$ cat src/rtl/csq_pkg.sv
package csq_pkg;

   typedef enum logic [1:0] {
      MODE_NORMAL = 2'd0,
      MODE_FDX    = 2'd1,
      MODE_LOOP   = 2'd2
   } csq_mode_e;

   typedef enum logic [1:0] {
      HB_IDLE  = 2'd0,
      HB_WAIT  = 2'd1,
      HB_PULSE = 2'd2
   } csq_hb_e;

   // Loopback select outranks full duplex; both are active low.
   function automatic csq_mode_e csq_decode(input logic fdx_n, input logic loop_n);
      if (!loop_n)
         return MODE_LOOP;
      else if (!fdx_n)
         return MODE_FDX;
      else
         return MODE_NORMAL;
   endfunction

endpackage

$ cat src/rtl/csq_col_det.sv
module csq_col_det
   import csq_pkg::*;
(
   input  logic      clk,
   input  logic      rst_n,
   input  csq_mode_e mode_i,
   input  logic      tx_en_i,
   input  logic      rx_valid_i,
   output logic      col_o
);

   logic col_q;

   always_ff @(posedge clk or negedge rst_n) begin
      if (!rst_n)
         col_q <= 1'b0;
      else
         col_q <= (mode_i == MODE_NORMAL) && tx_en_i && rx_valid_i;
   end

   assign col_o = col_q;


   col_drop_chk: assert property (@(posedge clk) disable iff (!rst_n)
      $past(!tx_en_i || !rx_valid_i) |-> !col_o);


   col_mode_chk: assert property (@(posedge clk) disable iff (!rst_n)
      $past(mode_i != MODE_NORMAL) |-> !col_o);

endmodule

$ cat src/rtl/csq_sqe_gen.sv
module csq_sqe_gen
   import csq_pkg::*;
#(
   parameter int unsigned SQE_DELAY = 8,
   parameter int unsigned SQE_LEN   = 10
) (
   input  logic      clk,
   input  logic      rst_n,
   input  csq_mode_e mode_i,
   input  logic      tx_en_i,
   input  logic      sqe_en_n_i,
   output logic      pulse_o
);

   localparam int unsigned SPAN = (SQE_DELAY > SQE_LEN) ? SQE_DELAY : SQE_LEN;
   localparam int unsigned CW   = $clog2(SPAN + 1);
   localparam logic [CW-1:0] DLY_LAST = CW'(SQE_DELAY - 1);
   localparam logic [CW-1:0] LEN_LAST = CW'(SQE_LEN - 1);

   generate
      if (SQE_DELAY < 1 || SQE_LEN < 1) begin : g_bad_timing
         $error("csq_sqe_gen: SQE_DELAY and SQE_LEN must be at least 1");
      end
   endgenerate

   csq_hb_e       st_q;
   logic [CW-1:0] cnt_q;
   logic          tx_q;
   logic          fall;

   assign fall = tx_q && !tx_en_i;

   always_ff @(posedge clk or negedge rst_n) begin
      if (!rst_n) begin
         st_q  <= HB_IDLE;
         cnt_q <= '0;
         tx_q  <= 1'b0;
      end else begin
         tx_q <= tx_en_i;
         if (mode_i != MODE_NORMAL || tx_en_i) begin
            st_q  <= HB_IDLE;
            cnt_q <= '0;
         end else if (fall) begin
            st_q  <= sqe_en_n_i ? HB_IDLE : HB_WAIT;
            cnt_q <= '0;
         end else begin
            unique case (st_q)
               HB_WAIT: begin
                  if (cnt_q == DLY_LAST) begin
                     st_q  <= HB_PULSE;
                     cnt_q <= '0;
                  end else begin
                     cnt_q <= cnt_q + 1'b1;
                  end
               end
               HB_PULSE: begin
                  if (cnt_q == LEN_LAST) begin
                     st_q  <= HB_IDLE;
                     cnt_q <= '0;
                  end else begin
                     cnt_q <= cnt_q + 1'b1;
                  end
               end
               default: cnt_q <= '0;
            endcase
         end
      end
   end

   assign pulse_o = (st_q == HB_PULSE);


   hb_no_tx_chk: assert property (@(posedge clk) disable iff (!rst_n)
      pulse_o |-> $past(!tx_en_i));


   hb_gate_chk: assert property (@(posedge clk) disable iff (!rst_n)
      (tx_q && !tx_en_i && sqe_en_n_i) |=> (st_q == HB_IDLE));


   hb_cnt_chk: assert property (@(posedge clk) disable iff (!rst_n)
      (st_q == HB_PULSE) |-> (cnt_q <= LEN_LAST));

endmodule

$ cat src/rtl/csq_rx_path.sv
module csq_rx_path
   import csq_pkg::*;
#(
   parameter bit REG_RX = 1'b0
) (
   input  logic      clk,
   input  logic      rst_n,
   input  csq_mode_e mode_i,
   input  logic      tx_en_i,
   input  logic      tx_data_i,
   input  logic      rx_valid_i,
   input  logic      rx_data_i,
   output logic      rx_data_o,
   output logic      rx_valid_o,
   output logic      drv_en_o
);

   logic sel_data;
   logic sel_valid;

   always_comb begin
      if (mode_i == MODE_LOOP) begin
         sel_data  = tx_data_i;
         sel_valid = tx_en_i;
      end else begin
         sel_data  = rx_valid_i ? rx_data_i : 1'b1;
         sel_valid = rx_valid_i;
      end
   end

   assign drv_en_o = tx_en_i && (mode_i != MODE_LOOP);

   generate
      if (REG_RX) begin : g_reg
         logic data_q;
         logic valid_q;
         always_ff @(posedge clk or negedge rst_n) begin
            if (!rst_n) begin
               data_q  <= 1'b1;
               valid_q <= 1'b0;
            end else begin
               data_q  <= sel_data;
               valid_q <= sel_valid;
            end
         end
         assign rx_data_o  = data_q;
         assign rx_valid_o = valid_q;
      end else begin : g_comb
         assign rx_data_o  = sel_data;
         assign rx_valid_o = sel_valid;


         idle_high_chk: assert property (@(posedge clk) disable iff (!rst_n)
            (mode_i != MODE_LOOP && !rx_valid_i) |-> rx_data_o);


         loop_data_chk: assert property (@(posedge clk) disable iff (!rst_n)
            (mode_i == MODE_LOOP) |-> (rx_data_o == tx_data_i && rx_valid_o == tx_en_i));
      end
   endgenerate

endmodule

$ cat src/rtl/csq_ctrl.sv
module csq_ctrl
   import csq_pkg::*;
#(
   parameter int unsigned SQE_DELAY = 8,
   parameter int unsigned SQE_LEN   = 10,
   parameter bit          REG_RX    = 1'b0
) (
   input  logic clk,
   input  logic rst_n,
   input  logic tx_en,
   input  logic tx_data,
   input  logic rx_valid_in,
   input  logic rx_data_in,
   input  logic sqe_en_n,
   input  logic fdx_n,
   input  logic loop_n,
   output logic col_stat,
   output logic rx_data_out,
   output logic rx_valid_out,
   output logic drv_en
);

   csq_mode_e mode;
   logic      col_hit;
   logic      hb_pulse;

   assign mode = csq_decode(fdx_n, loop_n);

   csq_col_det col_i (
      .clk        (clk),
      .rst_n      (rst_n),
      .mode_i     (mode),
      .tx_en_i    (tx_en),
      .rx_valid_i (rx_valid_in),
      .col_o      (col_hit)
   );

   csq_sqe_gen #(
      .SQE_DELAY (SQE_DELAY),
      .SQE_LEN   (SQE_LEN)
   ) hb_i (
      .clk        (clk),
      .rst_n      (rst_n),
      .mode_i     (mode),
      .tx_en_i    (tx_en),
      .sqe_en_n_i (sqe_en_n),
      .pulse_o    (hb_pulse)
   );

   csq_rx_path #(
      .REG_RX (REG_RX)
   ) rx_i (
      .clk        (clk),
      .rst_n      (rst_n),
      .mode_i     (mode),
      .tx_en_i    (tx_en),
      .tx_data_i  (tx_data),
      .rx_valid_i (rx_valid_in),
      .rx_data_i  (rx_data_in),
      .rx_data_o  (rx_data_out),
      .rx_valid_o (rx_valid_out),
      .drv_en_o   (drv_en)
   );

   assign col_stat = col_hit || hb_pulse;


   loop_quiet_chk: assert property (@(posedge clk) disable iff (!rst_n)
      $past(!loop_n) |-> !col_stat);


   loop_drv_off_chk: assert property (@(posedge clk) disable iff (!rst_n)
      !loop_n |-> !drv_en);


   always_comb begin
      if (!rst_n)
         reset_quiet_chk: assert (!col_stat);
   end

endmodule

$ cat config.mk
export PLATFORM = sky130hd
export DESIGN_NAME = csq_ctrl
export DESIGN_NICKNAME = d
export VERILOG_FILES = /design/src/rtl/csq_pkg.sv /design/src/rtl/csq_col_det.sv /design/src/rtl/csq_sqe_gen.sv /design/src/rtl/csq_rx_path.sv /design/src/rtl/csq_ctrl.sv
export SDC_FILE = /design/constraint.sdc
export NUM_CORES = 1
export LEC_CHECK = 0
export ABC_AREA = 0
export BUFFER_PORTS_ARGS = -buffer_cell sky130_fd_sc_hd__buf_2
export CORE_AREA = 2 2 39 41
export DETAILED_ROUTE_END_ITERATION = 8
export DIE_AREA = 0 0 41 43
export GPL_ROUTABILITY_DRIVEN = 1
export SLEW_MARGIN = 20
export SYNTH_ARGS = -nofsm -noshare
export SYNTH_HDL_FRONTEND = slang
export SYNTH_SLANG_ARGS = --single-unit
export TNS_END_PERCENT = 50
$ cat constraint.sdc
create_clock -name clk -period 1.6 [get_ports clk]
set_input_delay 0.08 -clock clk [delete_from_list [all_inputs] [get_ports clk]]
set_output_delay 0.08 -clock clk [all_outputs]
set_load 0.02 [all_outputs]
==> results.cfg, run 1 <==
[synth]
synth_xor_area_share_pct = 3.89
synthesis.instances = 42
synth.cell_area_um2 = 450
syn-mean-instance-area_um2 = 10.7
synth.yosys.warnings = 0
post_synthesis_sequential_element_count = 8
synth.lib_cells_used.distinct = 24
synthMuxAreaShare_pct = 0
synth_compound_gate_area_share_pct = 10.3
synth_top_family_by_area = simple AND/OR/NAND/NOR gates
yosys.area_share.adder_pct = 11.1
syn_nets = 55
yosys.area_share.simple_pct = 26.9
ys_seq_area_share_pct = 44.4

[timing]
hold_viol_final = 0
slew_violations = 0
timing.final.crit_period_ps = 1450
fin_ws_ps = 150
clock-skew-final_ps = 6.61
setup_tns_ps = 0
grt_setup_unrepaired = no
tightestPinTransition_ps = 361
max_transition_margin_pct = 76.0
layout_worst_path_cycle_share_pct = 90.7
report.final.setup_viol = 0
holdWs_ps = 83.1
timing.fmax_mhz = 689

[clock_tree]
cts_tree = yes
clock_tree.htree_level_count = 1
path_clk_slew_ps = 50
cts_repair_resize_count = 0
ctsLongestPathBuffers = 2
cts_made_buffers = 3
clock_latency_ps = 250
clockRootBuffer = sky130_fd_sc_hd__clkbuf_4
tritoncts_num_sinks = 8

[die]
chipHeight_um = 43
fp.coreArea_um2 = 1380
die_area_um2 = 1760
fp-row-count = 14
floorplan.io_pins = 13
floorplan.initialDensity_pct = 32.5
dieWidth_um = 41

[setup_path]
cp-start-kind = input port
cp_max_fo = 4
setup.worst_path.start = tx_en
crit-reg2reg-launch = hb_i.st_q[0]$_DFFE_PN0P_
worstPathRequired_ps = 1740
worst_ep_arrival_time_ps = 1590
cp-end-kind = register
critical_path_class = input port to register

[pwr]
vdd_ir_drop_max_mv = 0.365
leakage_nw = 0.258
fin_total_pwr_mw = 0.402
power_density_nw_per_um2 = 701

[global_route]
global_route.overflow_total = 0
globalRouteTotalUtil_pct = 13.1
grt_start_max_net_pins = 9
grt_antenna_before_repair = 0
first_pass_grt_wire_length_mm = 1.48
first_global_vias = 389

[route]
starting_drt_drc_count = 0
remaining_drc_errors = 0
route.vias.total = 364
final_routed_wire_length_divided_by_cell_count_um = 11.3
postRouteWirelength_um = 851
via_per_inst = 4.85
antenna_violating_nets_post_route = 0
drt_pass1_iterations = 1

[run]
cap_viol_max_count = 0

[final_layout]
nNetsFinal = 74
layout-drive-gt1-share_pct = 35.6
stdcell_area_um2 = 573
flow.area_growth_from_synthesis_pct = 27.2
antenna-diode-count = 0

[min_path]
min_path_type = input port to register
min_from = fdx_n

[placed_design]
dp_worst_setup_slack_ps = 158
detailed_place_hpwl_um = 683
gpl.final_weighted_congestion = 0.704
placement.io_buffers = 12
placed_cell_area_um2 = 531

[status]
run_status = completed
[critical path: stages]
cell and delay (ps):
sky130_fd_sc_hd__dlygate4sd3_1 530, sky130_fd_sc_hd__buf_2 140, sky130_fd_sc_hd__nand3b_1 210, sky130_fd_sc_hd__or3_4 380, sky130_fd_sc_hd__nor4_1 250
[synth_stat cells]
cell type | instances | share of area, %
sky130_fd_sc_hd__dfrtp_1 | 8 | 44
sky130_fd_sc_hd__ha_1 | 4 | 11
sky130_fd_sc_hd__inv_1 | 4 | 3.3
sky130_fd_sc_hd__nand2_1 | 2 | 1.7
sky130_fd_sc_hd__nand2b_1 | 2 | 2.8
sky130_fd_sc_hd__nand3b_1 | 2 | 3.3
sky130_fd_sc_hd__nor4_1 | 2 | 2.8
sky130_fd_sc_hd__o21ai_0 | 2 | 2.2
sky130_fd_sc_hd__a211oi_1 | 1 | 1.7
sky130_fd_sc_hd__a21oi_1 | 1 | 1.1
sky130_fd_sc_hd__and2_2 | 1 | 1.7
sky130_fd_sc_hd__and3_1 | 1 | 1.4
sky130_fd_sc_hd__and4bb_2 | 1 | 2.8
sky130_fd_sc_hd__nand3_1 | 1 | 1.1
sky130_fd_sc_hd__nor3_1 | 1 | 1.1
sky130_fd_sc_hd__nor4_2 | 1 | 2.8
sky130_fd_sc_hd__o22a_1 | 1 | 1.9
sky130_fd_sc_hd__o22ai_1 | 1 | 1.4
sky130_fd_sc_hd__o2bb2ai_1 | 1 | 1.9
sky130_fd_sc_hd__or2_2 | 1 | 1.4
sky130_fd_sc_hd__or3_2 | 1 | 1.7
sky130_fd_sc_hd__or3_4 | 1 | 2.5
sky130_fd_sc_hd__xnor2_1 | 1 | 1.9
sky130_fd_sc_hd__xor2_1 | 1 | 1.9
[state kept, by name (all words and copies together), names as in the netlist]
| register | cells |
|---|---|
| col_i.col_o | 1 |
| hb_i.st_q | 2 |
| hb_i.tx_q | 1 |
| hb_i.cnt_q | 4 |
[power breakdown]
group / switching, mW / total [mW] / internal (mW)
Clock: 0.0658 / 0.151 / 0.0857
Combinational: 0.0234 / 0.0436 / 0.0202
Sequential: 0.00178 / 0.207 / 0.205
[metrics by stage]
stage,instances,util (%)
2_1_floorplan,42,-
3_3_place_gp,70,38.3
3_5_place_dp,70,38.3
4_1_cts,75,41.4
5_1_grt,75,41.4
6_report,75,41.4
[cells by family (layout without fill, tap and decap cells)]
kind of cell,Yosys count,after routing
AO/OA/AOI/OAI,7,7
XOR/XNOR,2,2
adder cells (fa/ha/maj),4,4
buffers and inverters,4,21
flip-flops,8,8
AND/OR/NAND/NOR,17,17
[cells in the final DEF (no fill, tap or decap)]
master,instances
sky130_fd_sc_hd__and3_1,1
sky130_fd_sc_hd__dfrtp_1,8
sky130_fd_sc_hd__o22a_1,1
sky130_fd_sc_hd__nor4_1,2
sky130_fd_sc_hd__nand2_1,2
sky130_fd_sc_hd__inv_1,4
sky130_fd_sc_hd__clkbuf_4,3
sky130_fd_sc_hd__a21oi_1,1
sky130_fd_sc_hd__and2_2,1
sky130_fd_sc_hd__nand2b_1,2
sky130_fd_sc_hd__nor4_2,1
sky130_fd_sc_hd__xor2_1,1
sky130_fd_sc_hd__ha_1,4
sky130_fd_sc_hd__nor3_1,1
sky130_fd_sc_hd__o2bb2ai_1,1
sky130_fd_sc_hd__o22ai_1,1
sky130_fd_sc_hd__nand3b_1,2
sky130_fd_sc_hd__or2_2,1
sky130_fd_sc_hd__or3_2,1
sky130_fd_sc_hd__buf_2,12
sky130_fd_sc_hd__xnor2_1,1
sky130_fd_sc_hd__nand3_1,1
sky130_fd_sc_hd__and4bb_2,1
sky130_fd_sc_hd__o21ai_0,2
sky130_fd_sc_hd__dlygate4sd3_1,2
sky130_fd_sc_hd__a211oi_1,1
sky130_fd_sc_hd__or3_4,1
[path summary, 6_finish.rpt]
| path | end | slack [ps] | depth (start not counted) |
|---|---|---|---|
| hold / removal | col_i.col_o$_DFF_PN0_ | 80 | 2 |
| max in group asynchronous | hb_i.cnt_q[0]$_DFF_PN0_ | 1220 | 2 |
| hold reg to reg | hb_i.st_q[1]$_DFFE_PN0P_ | 490 | 1 |
| min in group asynchronous | hb_i.cnt_q[3]$_DFF_PN0_ | 210 | 2 |
| setup reg to reg | hb_i.cnt_q[1]$_DFF_PN0_ | 150 | 4 |
| setup / recovery | hb_i.cnt_q[1]$_DFF_PN0_ | 150 | 5 |
[routing by layer]
layer	global-route usage, %	part of all wire (%)	vias to the layer above	wire (µm)
met4	10.0	0	0	0
met3	3.14	2.9	0	25
met1	13.6	42	167	360
met2	20.9	55	10	465
li1	-	-	187	-
met5	0	0	-	0
[repair_timing]
item | 4_1_cts | 5_1_grt
hold buffers | 2 | 0
endpoints found under the hold margin | 9 | 0
setup buffers | 0 | 0
[final cells by class]
| class | instances | area [µm²] |
|---|---|---|
| Fill cell | 138 | 811 |
| Tap cell | 16 | 20.0 |
| Sequential cell | 8 | 200 |
| Inverter | 4 | 15.0 |
| Multi-Input combinational cell | 30 | 235 |
| Clock buffer | 3 | 22.5 |
| Timing Repair Buffer | 14 | 80.1 |
Power figures use the tool's default switching activity.
==> inputs of run 2 (changes only) <==
clock period = 1.43 ns   (was 1.6 ns; I/O delays follow)
==> run 2 against run 1 <==
Sequential share of layout area fell by 3.6 points; cell area rose by 11%; global-route usage down 0.37 points; setup slack got worse by 120 ps.
==> results.cfg, run 2 (synthesis gave the netlist of run 1 again) <==
[status]
run_status = completed

[setup_path]
cp-start-kind = register
worst_ep_arrival_time_ps = 1550
cp-end-kind = register
reg2reg_setup_slack_ps = 30
cp_max_fo = 4
worst_path_max_delay_cell = sky130_fd_sc_hd__dfrtp_1
critical_path_class = register to register
count_of_cells_along_the_worst_register_to_register_path = 3
worstPathCellList = ha_4, or3_4, nor4_4
critPathMaxStageDelay_ps = 410
worstPathRequired_ps = 1580

[placed_design]
placement.io_buffers = 12
gpl.final_weighted_congestion = 0.712
detailed_place_hpwl_um = 657
placed_cell_area_um2 = 546

[route]
drt_pass1_iterations = 2
postRouteWirelength_um = 869
starting_drt_drc_count = 3
via_per_inst = 4.94
antenna_violating_nets_post_route = 0
remaining_drc_errors = 0
route.vias.total = 385
final_routed_wire_length_divided_by_cell_count_um = 11.1

[clock_tree]
ctsLongestPathBuffers = 2
clock_tree.htree_level_count = 1
clock_latency_ps = 240
path_clk_slew_ps = 50
cts_tree = yes
cts_made_buffers = 3
tritoncts_num_sinks = 8
clockRootBuffer = sky130_fd_sc_hd__clkbuf_4

[timing]
timing.final.crit_period_ps = 1400
holdWs_ps = 76.4
max_transition_margin_pct = 80.8
slew_violations = 0
report.final.setup_viol = 0
layout_worst_path_cycle_share_pct = 97.6
tightestPinTransition_ps = 289
grt_setup_unrepaired = yes
hold_viol_final = 0
clock-skew-final_ps = 3.31
timing.fmax_mhz = 716

[final_layout]
reg_top3 = hb_i.cnt_q: 4 flops, hb_i.st_q: 2 flops
flow.area_growth_from_synthesis_pct = 41.7
final_common_cell = sky130_fd_sc_hd__buf_2
layout.cells.most_common_list = sky130_fd_sc_hd__buf_2 (11), sky130_fd_sc_hd__dfrtp_1 (8), sky130_fd_sc_hd__inv_1 (3), sky130_fd_sc_hd__clkbuf_4 (3), sky130_fd_sc_hd__buf_4 (3)
antenna-diode-count = 0
largest_register_ffs = 4
registers.top_by_ff_count = hb_i.cnt_q
layout-drive-gt1-share_pct = 46.8
nNetsFinal = 77
stdcell_area_um2 = 638

[pwr]
power.switching_fraction_pct = 21.9
power.internal_mw = 0.350
fin_total_pwr_mw = 0.448
power_density_nw_per_um2 = 702
combinationalPowerShare_pct = 11.6
power.share.sequential_pct = 51.7
leakage_nw = 0.276
power_switching_mw = 0.0980
vdd_ir_drop_max_mv = 0.460
clockPowerShare_pct = 36.7

[die]
floorplan.io_pins = 13
fp.coreArea_um2 = 1380
floorplan.initialDensity_pct = 32.5
fp-row-count = 14
die_area_um2 = 1760
chipHeight_um = 43
dieWidth_um = 41

[global_route]
first_pass_grt_wire_length_mm = 1.45
globalRouteTotalUtil_pct = 12.7
grt_antenna_before_repair = 0
global_route.overflow_total = 0
grt_start_max_net_pins = 9
first_global_vias = 397

[min_path]
hold-path-cell-count = 2
min_path_type = input port to register

[run]
cap_viol_max_count = 0
-- run 2: area by class of cell --
cell class,instances,area [µm²]
clock buffer,3,22.5
fill,126,746
inverter,4,15.0
multi-input combinational,30,272
sequential,8,200
tap,16,20.0
timing repair buffer,17,109
-- run 2: power by group through the flow --
stage	Sequential (mW)	Clock, mW	Combinational, mW
after CTS	0.231	0.175	0.0520
after global placement	0.235	0	0.0452
after detailed placement	0.235	0	0.0456
after floorplan	0.235	0	0.0207
final	0.232	0.164	0.0519
after global routing	0.231	0.193	0.0561
-- run 2: per-stage QoR --
step	setup TNS, ps	utilization [%]	worst slack (ps)	instances
2_1_floorplan	0	-	67.2	42
6_report	0	46.1	33.7	78
3_3_place_gp	-58.1	39.4	-34.3	72
4_1_cts	0	45.7	19.2	78
5_1_grt	-5.84	46.1	-5.84	78
3_5_place_dp	-21.0	39.4	-12.5	72
-- run 2: path summary, 6_finish.rpt --
| check | from | end |
|---|---|---|
| min reg2reg | hb_i.tx_q$_DFF_PN0_ | hb_i.st_q[1]$_DFFE_PN0P_ |
| min in group asynchronous | rst_n | hb_i.cnt_q[0]$_DFF_PN0_ |
| max in group asynchronous | rst_n | col_i.col_o$_DFF_PN0_ |
| max reg2reg | hb_i.st_q[1]$_DFFE_PN0P_ | hb_i.cnt_q[3]$_DFF_PN0_ |
| min | fdx_n | col_i.col_o$_DFF_PN0_ |
| max | hb_i.st_q[1]$_DFFE_PN0P_ | hb_i.cnt_q[3]$_DFF_PN0_ |
-- run 2: routing by layer --
layer  vias up  global-route usage, %  part of all wire (%)
met5         -                      0                     0
met4         0                   12.0                   2.2
met3         2                   1.57                   3.1
met2        12                   21.6                    54
met1       177                   11.7                    41
li1        194                      -                     -
-- run 2: what timing repair did --
action / CTS / global route
buffers inserted: 1 / 0
gates resized for setup: 8 / 2
pin swaps: 2 / 1
endpoints found under the setup margin: 3 / 6
hold buffers: 2 / 0
hold endpoints to repair: 9 / 0
-- run 2: worst max-delay path: cells and delay by family, from the launching register on --
kind                     cells  cell delay (ps)
adder cells (fa/ha/maj)      1              240
AND/OR/NAND/NOR              2              660
flip-flops                   1              410
==> inputs of run 3 (changes only) <==
SYNTH_HIERARCHICAL = 1   (was not set)
==> run 3 against run 2 <==
Clock skew up 1.4 ps; sequential share of layout area down 2.4 points; clock power increased by 4%; die area is the same; power up 6.6%; via count up 6.5%; critical path depth up 2; synthesized area is 17% higher; hold slack worse by 52 ps; cell area up 8.2%; register-to-register slack better by 30 ps; maximum frequency grew 2.3%.
==> results.cfg, run 3 <==
[route]
final_routed_wire_length_divided_by_cell_count_um = 12.5
drt-met1-wl_um = 415
antenna_violating_nets_post_route = 0
routed.top_layer = met3
via_per_inst = 4.94
route.vias.total = 410
routed-wl-met3_um = 32
remaining_drc_errors = 0
postRouteWirelength_mm = 1.04
met2_wire_len_um = 591
starting_drt_drc_count = 6
drt_pass1_iterations = 4

[setup_path]
critical_path.top_delay_family = flip-flops
cp-end-kind = register
timing.critical_path.buf_inv = 2
cp_max_fo = 4
worst_path_max_delay_cell = sky130_fd_sc_hd__dfrtp_1
worst_ep_arrival_time_ps = 1500
critPathMaxStageDelay_ps = 390
worstPathCellList = inv_1, ha_2, or2b_1, buf_4, o211a_1
critical_path_class = register to register
cp-start-kind = register
worstPathRequired_ps = 1570
reg2reg_setup_slack_ps = 70

[timing]
max_transition_margin_pct = 81.0
grt_setup_unrepaired = yes
layout_worst_path_cycle_share_pct = 95.4
hold_viol_final = 0
timing.final.crit_period_ps = 1360
slew_violations = 0
holdWs_ps = 24.9
timing.fmax_mhz = 733
clock-skew-final_ps = 4.68
report.final.setup_viol = 0
tightestPinTransition_ps = 284
fin_ws_ps = 65.5

[synth]
synth_xor_area_share_pct = 1.66
yosys.area_share.adder_pct = 9.50
synth_top_cells_by_area = sky130_fd_sc_hd__dfrtp_1 (38%), sky130_fd_sc_hd__ha_1 (9.5%), sky130_fd_sc_hd__mux2_4 (5.7%)
synth-edff-count = 0
post_synthesis_sequential_element_count = 8
synth_largest_area_cell = sky130_fd_sc_hd__dfrtp_1
synth_compound_gate_area_share_pct = 13.1
synthMostInstantiatedCell = sky130_fd_sc_hd__dfrtp_1
yosys.area_share.simple_pct = 28.5
async_flop_share_pct = 100
synth.cell_area_um2 = 527
synth_commonest_cells = sky130_fd_sc_hd__dfrtp_1 (8), sky130_fd_sc_hd__inv_1 (5), sky130_fd_sc_hd__ha_1 (4), sky130_fd_sc_hd__nor2_1 (4), sky130_fd_sc_hd__nor2b_1 (3)
synth-main-ff-cell = sky130_fd_sc_hd__dfrtp_1
synth.yosys.warnings = 6
syn_nets = 60
synth_top_family_by_area = simple AND/OR/NAND/NOR gates
synth.lib_cells_used.distinct = 26
ys_seq_area_share_pct = 38.0
synthMuxAreaShare_pct = 5.70
syn-mean-instance-area_um2 = 11.2
synthesis.instances = 47
area_share_of_the_largest_cell_type_after_synthesis_pct = 38.0

[placed_design]
detailed_place_hpwl_um = 786
gpl.final_weighted_congestion = 0.736
placement.io_buffers = 12
dp_worst_setup_slack_ps = -33.6

[clock_tree]
ctsLongestPathBuffers = 2
cts_tree = yes
clock_latency_ps = 250
tritoncts_num_sinks = 8
clockRootBuffer = sky130_fd_sc_hd__clkbuf_4
cts_made_buffers = 3
path_clk_slew_ps = 60
clock_tree.htree_level_count = 1

[pwr]
power_switching_mw = 0.115
combinationalPowerShare_pct = 15.5
power_density_nw_per_um2 = 691
power.share.sequential_pct = 48.6
leakage_nw = 0.319
power.switching_fraction_pct = 24.0
clockPowerShare_pct = 35.9
power.internal_mw = 0.363
vdd_ir_drop_max_mv = 0.479

[final_layout]
reg_top3 = hb_i/cnt_q: 4 flops, hb_i/st_q: 2 flops
flow.area_growth_from_synthesis_pct = 31.1
registers.top_by_ff_count = hb_i/cnt_q
nNetsFinal = 82
largest_register_ffs = 4
final_common_cell = sky130_fd_sc_hd__buf_2
antenna-diode-count = 0
layout.cells.most_common_list = sky130_fd_sc_hd__buf_2 (12), sky130_fd_sc_hd__dfrtp_1 (8), sky130_fd_sc_hd__inv_1 (5)
layout-drive-gt1-share_pct = 46.3

[global_route]
globalRouteTotalUtil_pct = 15.1
grt_antenna_before_repair = 0
global_route.overflow_total = 0
first_pass_grt_wire_length_mm = 1.81
grt_start_max_net_pins = 9
first_global_vias = 445

[die]
fp-row-count = 14
die_area_um2 = 1760
fp.coreArea_um2 = 1380
floorplan.initialDensity_pct = 38.1
dieWidth_um = 41
floorplan.io_pins = 13
chipHeight_um = 43

[run]
cap_viol_max_count = 0

[min_path]
min_path_type = input port to register

[status]
run_status = completed
run 3: cell count changes after synthesis, sizes merged, moves of 2 or more:
cell	change
nor2	+4
mux2	+2
nor2b	+3
nor4	-2
or3	-2
run 3: final timing paths:
| kind | end | start | depth (start not counted) |
|---|---|---|---|
| setup / recovery | hb_i/st_q[1]$_DFFE_PN0P_ | hb_i/st_q[0]$_DFFE_PN0P_ | 5 |
| hold / removal | hb_i/tx_q$_DFF_PN0_ | tx_en | 1 |
| setup reg to reg | hb_i/st_q[1]$_DFFE_PN0P_ | hb_i/st_q[0]$_DFFE_PN0P_ | 5 |
| hold reg to reg | hb_i/cnt_q[0]$_DFF_PN0_ | hb_i/cnt_q[0]$_DFF_PN0_ | 1 |
| max in group asynchronous | hb_i/st_q[0]$_DFFE_PN0P_ | rst_n | 2 |
| min in group asynchronous | hb_i/cnt_q[2]$_DFF_PN0_ | rst_n | 2 |
run 3: cell families (layout without fill, tap and decap cells):
family | Yosys count | after routing
AND/OR/NAND/NOR | 20 | 20
XOR/XNOR | 1 | 1
flip-flops | 8 | 8
buffers and inverters | 5 | 25
AO/OA/AOI/OAI | 7 | 7
adder cells (fa/ha/maj) | 4 | 4
multiplexers | 2 | 2
run 3: stage by stage:
stage	setup TNS [ps]	util, %	area, µm²	total power [mW]	cells
detailed placement	-33.6	44.4	614	0.308	76
global route	-89.9	49.9	691	0.502	83
floorplan	0	-	527	0.278	47
global placement	-12.7	44.4	614	0.307	76
CTS	0	49.9	691	0.484	83
finish	0	49.9	691	0.477	83
run 3: worst reg2reg max path, cell delays in order (launching register included):
cell and delay, ps:
sky130_fd_sc_hd__dfrtp_1 390, sky130_fd_sc_hd__inv_1 70, sky130_fd_sc_hd__ha_2 200, sky130_fd_sc_hd__or2b_1 270, sky130_fd_sc_hd__buf_4 140, sky130_fd_sc_hd__o211a_1 190
run 3: area by class of cell:
cell class	instances	area [µm²]
clock buffer	3	22.5
fill	133	693
inverter	5	18.8
multi-input combinational	34	329
sequential	8	200
tap	16	20.0
timing repair buffer	17	100
run 3: power by group through the flow:
stage / Combinational, mW / Clock, mW / Sequential, mW
floorplan: 0.0418 / 0 / 0.236
global placement: 0.0704 / 0 / 0.236
detailed placement: 0.0719 / 0 / 0.236
CTS: 0.0752 / 0.177 / 0.232
global route: 0.0804 / 0.189 / 0.233
finish: 0.0740 / 0.171 / 0.232
run 3: what timing repair did:
| item | in CTS | in global routing |
|---|---|---|
| hold buffers | 1 | 0 |
| buffers inserted | 3 | 0 |
| endpoints found under the hold margin | 8 | 0 |
| setup endpoints to repair | 1 | 5 |
| resized for setup | 3 | 0 |
| pin swaps | 0 | 1 |
run 3: metal layers:
layer | vias up | global-route usage, %
li1 | 202 | -
met1 | 199 | 18.1
met2 | 9 | 25.6
met3 | 0 | 1.57
met4 | 0 | 6.00
met5 | - | 0
